`src/rtl/exc_pkg.sv`:
```
`timescale 1ns/1ps
package exc_pkg;
  localparam int NUM_IRQ  = 6;
  localparam int NUM_SYNC = 9;
  localparam int CODE_W   = 5;

  localparam logic [CODE_W-1:0] CODE_IRQ   = 5'd0;
  localparam logic [CODE_W-1:0] CODE_HWERR = 5'd1;
  localparam logic [CODE_W-1:0] CODE_RESET = 5'd31;

  typedef enum logic [1:0] {VEC_RST, VEC_HWE, VEC_GEN, VEC_INT} vec_sel_e;

  // strobes from control to datapath
  typedef struct packed {
    logic                enter;    // take an exception this cycle
    logic                leave;    // return from exception this cycle
    logic                faultPc;  // save curPc (1) or nextPc (0)
    vec_sel_e            vecSel;
    logic [CODE_W-1:0]   code;
  } exc_strobe_t;

  // reason code per synchronous request bit
  function automatic logic [CODE_W-1:0] syncCode(input int unsigned idx);
    case (idx)
      0:       syncCode = 5'd4;   // address error
      1:       syncCode = 5'd2;   // translation miss
      2:       syncCode = 5'd10;  // reserved instruction
      3:       syncCode = 5'd15;  // floating-point error
      4:       syncCode = 5'd12;  // integer overflow
      5:       syncCode = 5'd13;  // trap
      6:       syncCode = 5'd9;   // breakpoint
      7:       syncCode = 5'd8;   // system call
      default: syncCode = 5'd16;  // timer
    endcase
  endfunction
endpackage

```
`src/rtl/exc_ctrl.sv`:
```
`timescale 1ns/1ps
module exc_ctrl
  import exc_pkg::*;
#(
  parameter logic [NUM_SYNC-1:0] FAULT_MASK = 9'h01F
) (
  input  logic                resetReq,
  input  logic                hwErr,
  input  logic [NUM_SYNC-1:0] excReq,
  input  logic [NUM_IRQ-1:0]  irq,
  input  logic [NUM_IRQ-1:0]  irqMask,
  input  logic                irqGlobalEn,
  input  logic                kernelMode,
  input  logic                irqArmed,
  input  logic                rfe,
  output exc_strobe_t         stb
);
  localparam int IDX_W = $clog2(NUM_SYNC);

  logic [IDX_W-1:0] firstIdx;
  logic             syncHit;
  logic             irqTake;

  // lowest set request bit wins
  always_comb begin
    firstIdx = '0;
    for (int i = NUM_SYNC - 1; i >= 0; i--) begin
      if (excReq[i]) firstIdx = IDX_W'(i);
    end
  end

  assign syncHit = |excReq;
  assign irqTake = irqGlobalEn & irqArmed & ~kernelMode & (|(irq & irqMask));

  always_comb begin
    stb        = '0;
    stb.vecSel = VEC_GEN;
    if (resetReq) begin
      stb.enter   = 1'b1;
      stb.faultPc = 1'b1;
      stb.vecSel  = VEC_RST;
      stb.code    = CODE_RESET;
    end else if (hwErr) begin
      stb.enter   = 1'b1;
      stb.faultPc = 1'b1;
      stb.vecSel  = VEC_HWE;
      stb.code    = CODE_HWERR;
    end else if (syncHit) begin
      stb.enter   = 1'b1;
      stb.faultPc = FAULT_MASK[firstIdx];
      stb.vecSel  = VEC_GEN;
      stb.code    = syncCode(int'(firstIdx));
    end else if (irqTake) begin
      stb.enter   = 1'b1;
      stb.faultPc = 1'b0;
      stb.vecSel  = VEC_INT;
      stb.code    = CODE_IRQ;
    end else if (rfe) begin
      stb.leave   = 1'b1;
    end
  end
endmodule

```
`src/rtl/exc_datapath.sv`:
```
`timescale 1ns/1ps
module exc_datapath
  import exc_pkg::*;
#(
  parameter int            PC_W       = 32,
  parameter logic [PC_W-1:0] VEC_RESET  = 32'hBFC0_0000,
  parameter logic [PC_W-1:0] VEC_HWERR  = 32'hBFC0_0100,
  parameter logic [PC_W-1:0] VEC_GENERAL = 32'h8000_0180,
  parameter logic [PC_W-1:0] VEC_IRQ    = 32'h8000_0200
) (
  input  logic               clk,
  input  logic               rstN,
  input  exc_strobe_t        stb,
  input  logic [PC_W-1:0]    curPc,
  input  logic [PC_W-1:0]    nextPc,
  input  logic [NUM_IRQ-1:0] irq,
  output logic               redirectValid,
  output logic [PC_W-1:0]    redirectPc,
  output logic [PC_W-1:0]    epc,
  output logic [CODE_W-1:0]  causeCode,
  output logic [NUM_IRQ-1:0] causePend,
  output logic               kernelMode,
  output logic               irqArmed
);
  logic [PC_W-1:0] vecPc;

  always_comb begin
    unique case (stb.vecSel)
      VEC_RST: vecPc = VEC_RESET;
      VEC_HWE: vecPc = VEC_HWERR;
      VEC_GEN: vecPc = VEC_GENERAL;
      VEC_INT: vecPc = VEC_IRQ;
    endcase
  end

  assign redirectValid = stb.enter | stb.leave;
  assign redirectPc    = stb.enter ? vecPc : (stb.leave ? epc : '0);

  always_ff @(posedge clk or negedge rstN) begin
    if (!rstN) begin
      epc        <= '0;
      causeCode  <= '0;
      causePend  <= '0;
      kernelMode <= 1'b1;
      irqArmed   <= 1'b0;
    end else begin
      causePend <= irq;
      if (stb.enter) begin
        epc        <= stb.faultPc ? curPc : nextPc;
        causeCode  <= stb.code;
        kernelMode <= 1'b1;
        irqArmed   <= 1'b0;
      end else if (stb.leave) begin
        kernelMode <= 1'b0;
        irqArmed   <= 1'b1;
      end
    end
  end
endmodule

```
`src/rtl/exc_entry_unit.sv`:
```
`timescale 1ns/1ps
module exc_entry_unit
  import exc_pkg::*;
#(
  parameter int              PC_W        = 32,
  parameter logic [PC_W-1:0] VEC_RESET   = 32'hBFC0_0000,
  parameter logic [PC_W-1:0] VEC_HWERR   = 32'hBFC0_0100,
  parameter logic [PC_W-1:0] VEC_GENERAL = 32'h8000_0180,
  parameter logic [PC_W-1:0] VEC_IRQ     = 32'h8000_0200,
  parameter logic [NUM_SYNC-1:0] FAULT_MASK = 9'h01F
) (
  input  logic                clk,
  input  logic                rstN,
  input  logic [PC_W-1:0]     curPc,
  input  logic [PC_W-1:0]     nextPc,
  input  logic                resetReq,
  input  logic                hwErr,
  input  logic [NUM_SYNC-1:0] excReq,
  input  logic [NUM_IRQ-1:0]  irq,
  input  logic [NUM_IRQ-1:0]  irqMask,
  input  logic                irqGlobalEn,
  input  logic                rfe,
  output logic                redirectValid,
  output logic [PC_W-1:0]     redirectPc,
  output logic [PC_W-1:0]     epc,
  output logic [CODE_W-1:0]   causeCode,
  output logic [NUM_IRQ-1:0]  causePend,
  output logic                kernelMode,
  output logic                irqArmed
);
  exc_strobe_t stb;

  exc_ctrl #(.FAULT_MASK(FAULT_MASK)) u_ctrl (
    .resetReq    (resetReq),
    .hwErr       (hwErr),
    .excReq      (excReq),
    .irq         (irq),
    .irqMask     (irqMask),
    .irqGlobalEn (irqGlobalEn),
    .kernelMode  (kernelMode),
    .irqArmed    (irqArmed),
    .rfe         (rfe),
    .stb         (stb)
  );

  exc_datapath #(
    .PC_W        (PC_W),
    .VEC_RESET   (VEC_RESET),
    .VEC_HWERR   (VEC_HWERR),
    .VEC_GENERAL (VEC_GENERAL),
    .VEC_IRQ     (VEC_IRQ)
  ) u_dp (
    .clk           (clk),
    .rstN          (rstN),
    .stb           (stb),
    .curPc         (curPc),
    .nextPc        (nextPc),
    .irq           (irq),
    .redirectValid (redirectValid),
    .redirectPc    (redirectPc),
    .epc           (epc),
    .causeCode     (causeCode),
    .causePend     (causePend),
    .kernelMode    (kernelMode),
    .irqArmed      (irqArmed)
  );
endmodule

```
`config.mk`:
```
export PLATFORM = sky130hd
export DESIGN_NAME = exc_entry_unit
export DESIGN_NICKNAME = d
export VERILOG_FILES = /design/src/rtl/exc_pkg.sv /design/src/rtl/exc_ctrl.sv /design/src/rtl/exc_datapath.sv /design/src/rtl/exc_entry_unit.sv
export SDC_FILE = /design/constraint.sdc
export NUM_CORES = 1
export LEC_CHECK = 0
export ABC_AREA = 0
export BUFFER_PORTS_ARGS = -buffer_cell sky130_fd_sc_hd__buf_2
export CAP_MARGIN = 25
export CORE_AREA = 5 5 80 82
export CTS_BUF_LIST = sky130_fd_sc_hd__clkbuf_4
export CTS_CLUSTER_SIZE = 10
export DETAILED_ROUTE_END_ITERATION = 7
export DIE_AREA = 0 0 85 87
export PLACE_DENSITY = 0.87
export SYNTH_ARGS = -nofsm -noshare
export SYNTH_HDL_FRONTEND = slang
export SYNTH_SLANG_ARGS = --single-unit
```
`constraint.sdc`:
```
create_clock -name clk -period 4 [get_ports clk]
set_input_delay 0.6 -clock clk [delete_from_list [all_inputs] [get_ports clk]]
set_output_delay 0.6 -clock clk [all_outputs]
set_load 0.02 [all_outputs]
```
== Word level (Yosys, flattened, before mapping) ==
Memory sizes are Yosys's and may differ from the RTL's.
Cells that the tools add are included.
Word-level totals
  register bits: 45
  ROM bits: 48
  input bits: 91
  output and inout port bits: 78
  word-level logic and storage cells: 53
  memories: 2
Memories
  (name not given): words 8, width 4, read ports 1, clocked after Yosys merged registers in 0, wr ports 0, RTL line exc_pkg.sv:24  | case (idx)
  (name not given): words 16, width 1, read ports 1, clocked after Yosys merged registers in 0, wr ports 0, RTL line exc_ctrl.sv:50  | stb.faultPc = FAULT_MASK[firstIdx];
Operators by class
  order comparisons: 1
  equal/unequal tests: 3
  multiplexer cells: 32
  bitwise operators: 6
  reductions and logical operators: 4
Operator list (count)
  $pmux 32 s4: 1
  $mux 32: 3
  $mux 4: 9
  $mux 8: 3
  $mux 1: 14
  $reduce_or 9->1: 1
  $and 6x6->6: 1
  $mux 6: 1
  $reduce_or 6->1: 1
  $lt 4x5->1 const B: 1
  $mux 5: 1
  $eq 2x2->1 const B: 2
  $and 1x1->1: 3
  $eq 2x1->1 const B: 1
  $logic_not 2->1: 1
  $reduce_bool 2->1: 1
  $not 1->1: 1
  $or 1x1->1: 1

== Longest topological paths before layout ==
Gate-level depths: netlist of the first run.
  depth in word-level cells: 17
  depth in mapped cells: 9
  mapped depth without buffers: 8

== Cells and area by module ==
Synthesis of the first run repeated with hierarchy kept, for this count alone.
Second synthesis, totals
  cell total of the unflattened synthesis: 250
  area total of the unflattened synthesis: 2577.5 um^2
By module, submodules not included
  exc_datapath: times used 1, cells an instance 207, area an instance 2301.0 um^2, seq. area each 1127.3 um^2
  exc_ctrl: times used 1, cells an instance 43, area an instance 276.5 um^2, seq. area each 0.0 um^2

== Least setup slack after synthesis of the first run ==
Ideal clock, no wire load.
  path type: input -> output
  from: input port excReq[1]
  to: output port redirectPc[7]
  data arrival time: 2.815 ns
  required time: 3.400 ns
  path slack: 0.585 ns
  cell stages on the path: 6
  path buffers: 2
  cells stage by stage: or4_1 -> clkbuf_1 -> or2_1 -> a2111oi_4 -> buf_4 -> mux2i_1
Between the ends
  longest elaborated chain between the ends: 7
  elaborated cells between the ends (all ways): 17
  classes of those cells: eq/ne (3); mux (12); reduce/logical (2)
Ends and longest elaborated chain
  from (decl): RTL line exc_entry_unit.sv:18  | input logic [NUM_SYNC-1:0] excReq,
  $reduce_or 9->1 (*): RTL line exc_ctrl.sv:32  | assign syncHit = |excReq;
  $mux 8: RTL line exc_ctrl.sv:48  | end else if (syncHit) begin
  $mux 8: RTL line exc_ctrl.sv:43  | end else if (hwErr) begin
  $mux 8: RTL line exc_ctrl.sv:38  | if (resetReq) begin
  $eq 2x2->1 (tied with other cells): RTL line exc_datapath.sv:28  | unique case (stb.vecSel)
  $pmux 32 s4: RTL line exc_datapath.sv:28
  $mux 32 (*): RTL line exc_datapath.sv:37  | assign redirectPc = stb.enter ? vecPc : (stb.leave ? epc : '0);
  to (decl): RTL line exc_entry_unit.sv:24  | output logic [PC_W-1:0] redirectPc,
Mark *: on every way between the ends. The rest lies on a longest branch, timed or not. The select of a mux whose other input is x is not followed.

== Final worst setup path of the first run ==
  from: input port excReq[1]
  to: output port redirectPc[30]
Between the ends
  longest elaborated chain between the ends: 6
  elaborated cells between the ends (all ways): 9
  classes of those cells: mux (8); reduce/logical (1)
Ends and longest elaborated chain (RTL line)
  $reduce_or 9->1 (*): exc_ctrl.sv:32
  $mux 1: exc_ctrl.sv:48
  $mux 1: exc_ctrl.sv:43
  $mux 1: exc_ctrl.sv:38
  $mux 32: exc_datapath.sv:37
  $mux 32 (*): exc_datapath.sv:37
Mark *: on every way between the ends. The rest lies on a longest branch, timed or not.

==> results.sh, run 1 <==
export IMPL_status="complete, no violations"
export IMPL_instances_no_fill=452
export IMPL_crit_type="input pin to output pin"
export IMPL_h_tree_depth=2
export IMPL_endpoint_kind="output pin"
export IMPL_gp_congestion=0.776
export IMPL_synth_nets=308
export IMPL_finalCritPeriodShare_pct=88.1
export IMPL_yosys_register_bits=45
export IMPL_insertion_delay_ns=0.34
export IMPL_final_nets=471
export IMPL_cts_hold_buf=0
export IMPL_fin_util_pct=62.1
export IMPL_cts_num_sinks=45
export IMPL_drv_cap=0
export IMPL_dp_hpwl_um=5420
export IMPL_cts_buffers_inserted=5
export IMPL_ys_types=33
export IMPL_period_minus_slack_ns=3.52
export IMPL_antenna_cells=0
export IMPL_ant_nets=0
export IMPL_cts_tree="done"
export IMPL_grt_total_usage_pct=18.3
export IMPL_fin_tns_setup_ns=0
export IMPL_synthTopCellsByArea="dfrtp_1 43%, mux2_2 27%, and3_1 5.1%"
export IMPL_std_cell_rows=28
export IMPL_drc=0
export IMPL_synth_top_area_share_pct=43.1
export IMPL_rsz0062_at_grt="false"
export IMPL_drv_slew=0
export IMPL_cts_setup_buffers=0
export IMPL_clkTransAtPathRegs_ns=0.13
export IMPL_core_area_mm2=0.00568
export IMPL_fin_skew_ns=0.00995
export IMPL_io_buffers=168
export IMPL_syn2layout_area_growth_pct=37.8
export IMPL_drive_gt1_share_pct=67.6
export IMPL_p_leak_nw=1.85
export IMPL_wl_um=6970
export IMPL_power_density_mw_per_mm2=261
export IMPL_antenna_found_initial=0
export IMPL_viasPerCell=5.23
export IMPL_synth_main_ff_cell="dfrtp_1"
export IMPL_num_io_pins=169
export IMPL_grt_pass1_vias=2334
export IMPL_holdCritPathClass="input pin to async pin"
export IMPL_cts_root_buf="clkbuf_4"
export IMPL_worstSetupStartpointType="input pin"
export IMPL_synth_edff_count=0
export IMPL_start_util_pct=45.0
export IMPL_async_flop_share_pct=100
export IMPL_grt_max_degree=46
export IMPL_worst_path_max_fanout=32
export IMPL_netlist_instances=213
export IMPL_die_area_mm2=0.00740
export IMPL_avgSynthCellArea_um2=12.0
export IMPL_netlist_area_mm2=0.00256
export IMPL_critical_path_arrival_ns=2.92
export IMPL_vias=2364
export IMPL_tightest_slew_ns=0.604
export IMPL_ff2ff_path_depth=5
export IMPL_placed_cells=443
export IMPL_die_x_um=85
export IMPL_setup_viol=0
export IMPL_ir_worst_vdd_mv=0.117
export IMPL_clockBufferDepth=2
export IMPL_fin_hold_ws_ns=0.218
export IMPL_max_slew_margin_pct=59.8
export IMPL_fmax_mhz=284
export IMPL_grt_remaining_overflow=0
export IMPL_worstPathRequired_ns=3.40
export IMPL_hold_viol_final=0
export IMPL_grt_pass1_wl_um=10900
export IMPL_drt_wirelength_per_cell_um=15.4
export IMPL_fp_dieH_um=87
export IMPL_cts_resized=0
export IMPL_yosysSeqAreaShare_pct=44.1
export IMPL_firstDrtPassIters=4
export IMPL_yosys_warnings=0
export IMPL_drt_iter0_drc=61
export IMPL_synth_top_area_cell="dfrtp_1"
==> metrics by stage <==
step | worst slack, ns | power [mW] | cell area (um^2)
global route | 0.364 | 0.971 | 3520
finish | 0.476 | 0.918 | 3520
detailed placement | 0.481 | 0.703 | 3430
floorplan | 0.585 | 0.602 | 2560
global placement | 0.553 | 0.695 | 3430
CTS | 0.471 | 0.930 | 3490
==> cell usage in the layout (no fill, tap or decap), types with 2 or more instances in the layout <==
master / Yosys / final
mux2_1: 4 / 4
mux2_2: 62 / 62
and3_1: 21 / 21
a22oi_1: 3 / 3
nand2_1: 7 / 7
mux2i_1: 4 / 4
buf_2: 1 / 168
a31o_2: 8 / 8
nor3_1: 2 / 2
a211o_1: 4 / 4
ha_1: 4 / 4
o21ai_0: 3 / 3
o21bai_1: 3 / 3
inv_1: 7 / 7
or4_1: 2 / 2
dfrtp_1: 44 / 44
clkbuf_4: 0 / 8
nor2_1: 4 / 4
buf_4: 2 / 2
or2_2: 2 / 2
a21oi_1: 2 / 2
==> cell families after synthesis <==
logic type | after synthesis | synth area share (%)
compound gates | 28 | 9.25
mux | 70 | 30.6
buf+inv | 23 | 4.60
simple gates | 43 | 9.45
fa+ha+maj | 4 | 1.96
flops | 45 | 44.1
==> area by class of cell <==
| cell class | count | area, um^2 |
|---|---|---|
| clock buffers | 8 | 60.1 |
| fillers | 478 | 2150 |
| inverters | 7 | 26.3 |
| multi-input cells | 145 | 1310 |
| flip-flops and latches | 45 | 1130 |
| well taps | 75 | 93.8 |
| repair buffers | 172 | 903 |
==> registers in the layout (all words and copies together) (netlist names) <==
register / cells
u_dp.causeCode: 5
u_dp.causePend: 6
u_dp.kernelMode: 1
u_dp.epc: 32
u_dp.irqArmed: 1
==> metal layers <==
metal,vias up,part of all wire (%),GRT usage (%)
li1,1105,-,-
met4,0,1.1,3.88
met5,-,0,0
met3,11,9.9,5.58
met2,118,52,33.9
met1,1130,37,20.6
==> worst paths after layout <==
path                                 start                end  slack [ns]
min in group clk                    irq[5]  u_dp.causePend[5]        0.38
max in group asynchronous             rstN    u_dp.kernelMode        3.20
min                                   rstN       u_dp.epc[23]        0.22
max reg2reg                u_dp.kernelMode        u_dp.epc[0]        1.86
min reg2reg                u_dp.kernelMode    u_dp.kernelMode        0.50
max                              excReq[1]     redirectPc[30]        0.48
==> critical path, cell delays in order <==
cell and delay [ns]:
buf_2 0.12, or4_1 0.64, or2_1 0.34, a2111oi_4 0.43
buf_4 0.41, and3_1 0.21, buf_2 0.16
==> power breakdown <==
part / internal (mW) / switching, mW
sequential: 0.479 / 0.0147
combinational: 0.0954 / 0.106
clock: 0.0907 / 0.132
==> Yosys cell counts, drive strengths merged (2+ instances only) <==
| cell | count |
|---|---|
| or2 | 3 |
| a22oi | 3 |
| and3 | 21 |
| a31o | 8 |
| nor2 | 4 |
| inv | 7 |
| buf | 6 |
| nor3 | 2 |
| or4 | 2 |
| a211o | 4 |
| a21oi | 2 |
| ha | 4 |
| mux2i | 4 |
| mux2 | 66 |
| nand2 | 7 |
| o21ai | 3 |
| o21bai | 3 |
| dfrtp | 44 |
| clkbuf | 10 |
Power figures use the tool's default switching activity.
==> inputs of run 2 (changes only) <==
Settings changed: CORE_AREA 5 5 80 82 to 5 5 102 66, DIE_AREA 0 0 85 87 to 0 0 107 71, PLACE_DENSITY 0.87 to 0.86.
==> run 2 against run 1 <==
Effect of this change: clock-buffer cell count stayed put; largest power group unchanged; register-to-register slack improved by 0.07 ns; sequential power hardly changed; critical path type unchanged; largest cell class unchanged; wire length grew 2.7%; sequential share of layout area increased by 0.17 points.
==> results.sh, run 2 (synthesis gave the netlist of run 1 again) <==
export IMPL_cpMaxStageDelayCell="or4_1"
export IMPL_grt_total_usage_pct=18.3
export IMPL_crit_path_start="excReq[1]"
export IMPL_regArea_mm2=0.00113
export IMPL_cts_setup_buffers=0
export IMPL_drt_wirelength_per_cell_um=16.0
export IMPL_num_io_pins=169
export IMPL_mostFrequentLayoutCell="buf_2"
export IMPL_fmax_mhz=288
export IMPL_wl_um=7160
export IMPL_endpoint_kind="output pin"
export IMPL_p_int_mw=0.664
export IMPL_seq_power_share_pct=53.7
export IMPL_swShare_pct=27.7
export IMPL_crit_top_cell="buf_2"
export IMPL_finalCritPeriodShare_pct=86.7
export IMPL_grt_pass1_wl_um=11100
export IMPL_pwr_share_clk_pct=24.5
export IMPL_power_density_mw_per_mm2=262
export IMPL_die_area_mm2=0.00760
export IMPL_drv_slew=0
export IMPL_cts_resized=0
export IMPL_critical_path_arrival_ns=2.87
export IMPL_clockBufferDepth=2
export IMPL_instances_no_fill=448
export IMPL_start_util_pct=44.2
export IMPL_vias=2301
export IMPL_drc=0
export IMPL_rsz0062_at_grt="false"
export IMPL_cts_root_buf="clkbuf_4"
export IMPL_cts_num_sinks=45
export IMPL_fin_skew_ns=0.00800
export IMPL_ff2ff_setup_slack_ns=1.93
export IMPL_status="complete, no violations"
export IMPL_grt_pass1_vias=2374
export IMPL_viasPerCell=5.14
export IMPL_p_sw_mw=0.255
export IMPL_cp_cell_sequence="buf_2 > or4_1 > or2_1 > a2111oi_4 > buf_12 > mux2i_1 > buf_2"
export IMPL_ff2ff_path_depth=5
export IMPL_io_buffers=168
export IMPL_insertion_delay_ns=0.34
export IMPL_h_tree_depth=2
export IMPL_fin_tns_setup_ns=0
export IMPL_drv_cap=0
export IMPL_setup_viol=0
export IMPL_firstDrtPassIters=4
export IMPL_final_nets=470
export IMPL_grt_max_degree=73
export IMPL_worst_path_max_fanout=72
export IMPL_std_cell_rows=22
export IMPL_period_minus_slack_ns=3.47
export IMPL_core_area_mm2=0.00578
export IMPL_critPathTopFamily="simple AND/OR/NAND/NOR gates"
export IMPL_dp_hpwl_um=5470
export IMPL_drive_gt1_share_pct=67.6
export IMPL_placed_cells=439
export IMPL_grt_remaining_overflow=0
export IMPL_cts_hold_buf=0
export IMPL_ant_nets=0
export IMPL_fillers=498
export IMPL_die_x_um=107
export IMPL_ir_worst_vdd_mv=0.133
export IMPL_gp_congestion=0.732
export IMPL_r2r_start="u_dp.kernelMode"
export IMPL_fp_dieH_um=71
export IMPL_power_frac_comb_pct=21.8
export IMPL_max_flop_register="u_dp.epc"
export IMPL_regToRegEndpoint="u_dp.epc[31]"
export IMPL_largest_register_ffs=32
export IMPL_cts_buffers_inserted=5
export IMPL_final_cell_mix="168 x buf_2, 62 x mux2_2, 44 x dfrtp_1, 21 x and3_1"
export IMPL_max_slew_margin_pct=52.1
export IMPL_worstPathRequired_ns=3.40
export IMPL_worstSetupStartpointType="input pin"
export IMPL_holdCritPathClass="input pin to async pin"
export IMPL_crit_type="input pin to output pin"
export IMPL_multi_input_area_mm2=0.00131
export IMPL_largest_registers="u_dp.epc (32), u_dp.causePend (6), u_dp.causeCode (5)"
export IMPL_dpl_cell_area_mm2=0.00342
export IMPL_clkTransAtPathRegs_ns=0.13
export IMPL_p_leak_nw=1.84
export IMPL_hold_viol_final=0
export IMPL_syn2layout_area_growth_pct=37.1
export IMPL_drt_iter0_drc=61
export IMPL_fin_area_mm2=0.00350
export IMPL_cts_tree="done"
export IMPL_cpPeakStageDelay_ns=0.64
export IMPL_antenna_cells=0
export IMPL_antenna_found_initial=0
export IMPL_fin_util_pct=60.6
export IMPL_tightest_slew_ns=0.718
export IMPL_path_buf_inv=3
-- run 2: layout make-up --
class | count | area share [%]
Tap cell | 72 | 2.57
Multi-Input combinational cell | 145 | 37.4
Clock buffer | 8 | 1.71
Timing Repair Buffer | 171 | 25.4
Inverter | 7 | 0.750
Sequential cell | 45 | 32.2
-- run 2: worst max-delay path by stage --
| stage | to | slack, ns | depth (start not counted) |
|---|---|---|---|
| detailed placement | redirectPc[21] | 0.54 | 7 |
| global placement | redirectPc[30] | 0.60 | 7 |
| floorplan | redirectPc[7] | 0.59 | 6 |
| global route | redirectPc[8] | 0.41 | 7 |
| CTS | redirectPc[21] | 0.54 | 7 |
| finish | redirectPc[8] | 0.53 | 7 |
-- run 2: layer usage --
metal	global-route usage, %	part of all wire, %	vias to the layer above
met5	0	0	-
met4	4.68	0.85	0
met3	6.84	10	6
met2	31.0	47	109
met1	22.2	42	1087
li1	-	-	1099
-- run 2: power by group through the flow --
stage                     sequential [mW]  clock, mW  combinational [mW]
after floorplan                     0.531          0              0.0703
after global placement              0.501          0               0.195
after detailed placement            0.502          0               0.200
after CTS                           0.494      0.237               0.200
after global routing                0.498      0.258               0.220
final                               0.494      0.225               0.200
-- run 2: stage by stage --
| stage | power [mW] | hold slack, ns | worst slack (ns) |
|---|---|---|---|
| finish | 0.918 | 0.170 | 0.531 |
| global route | 0.975 | 0.162 | 0.414 |
| CTS | 0.932 | 0.347 | 0.537 |
| detailed placement | 0.702 | 0.474 | 0.540 |
| global placement | 0.696 | 0.466 | 0.600 |
| floorplan | 0.602 | 0.304 | 0.585 |
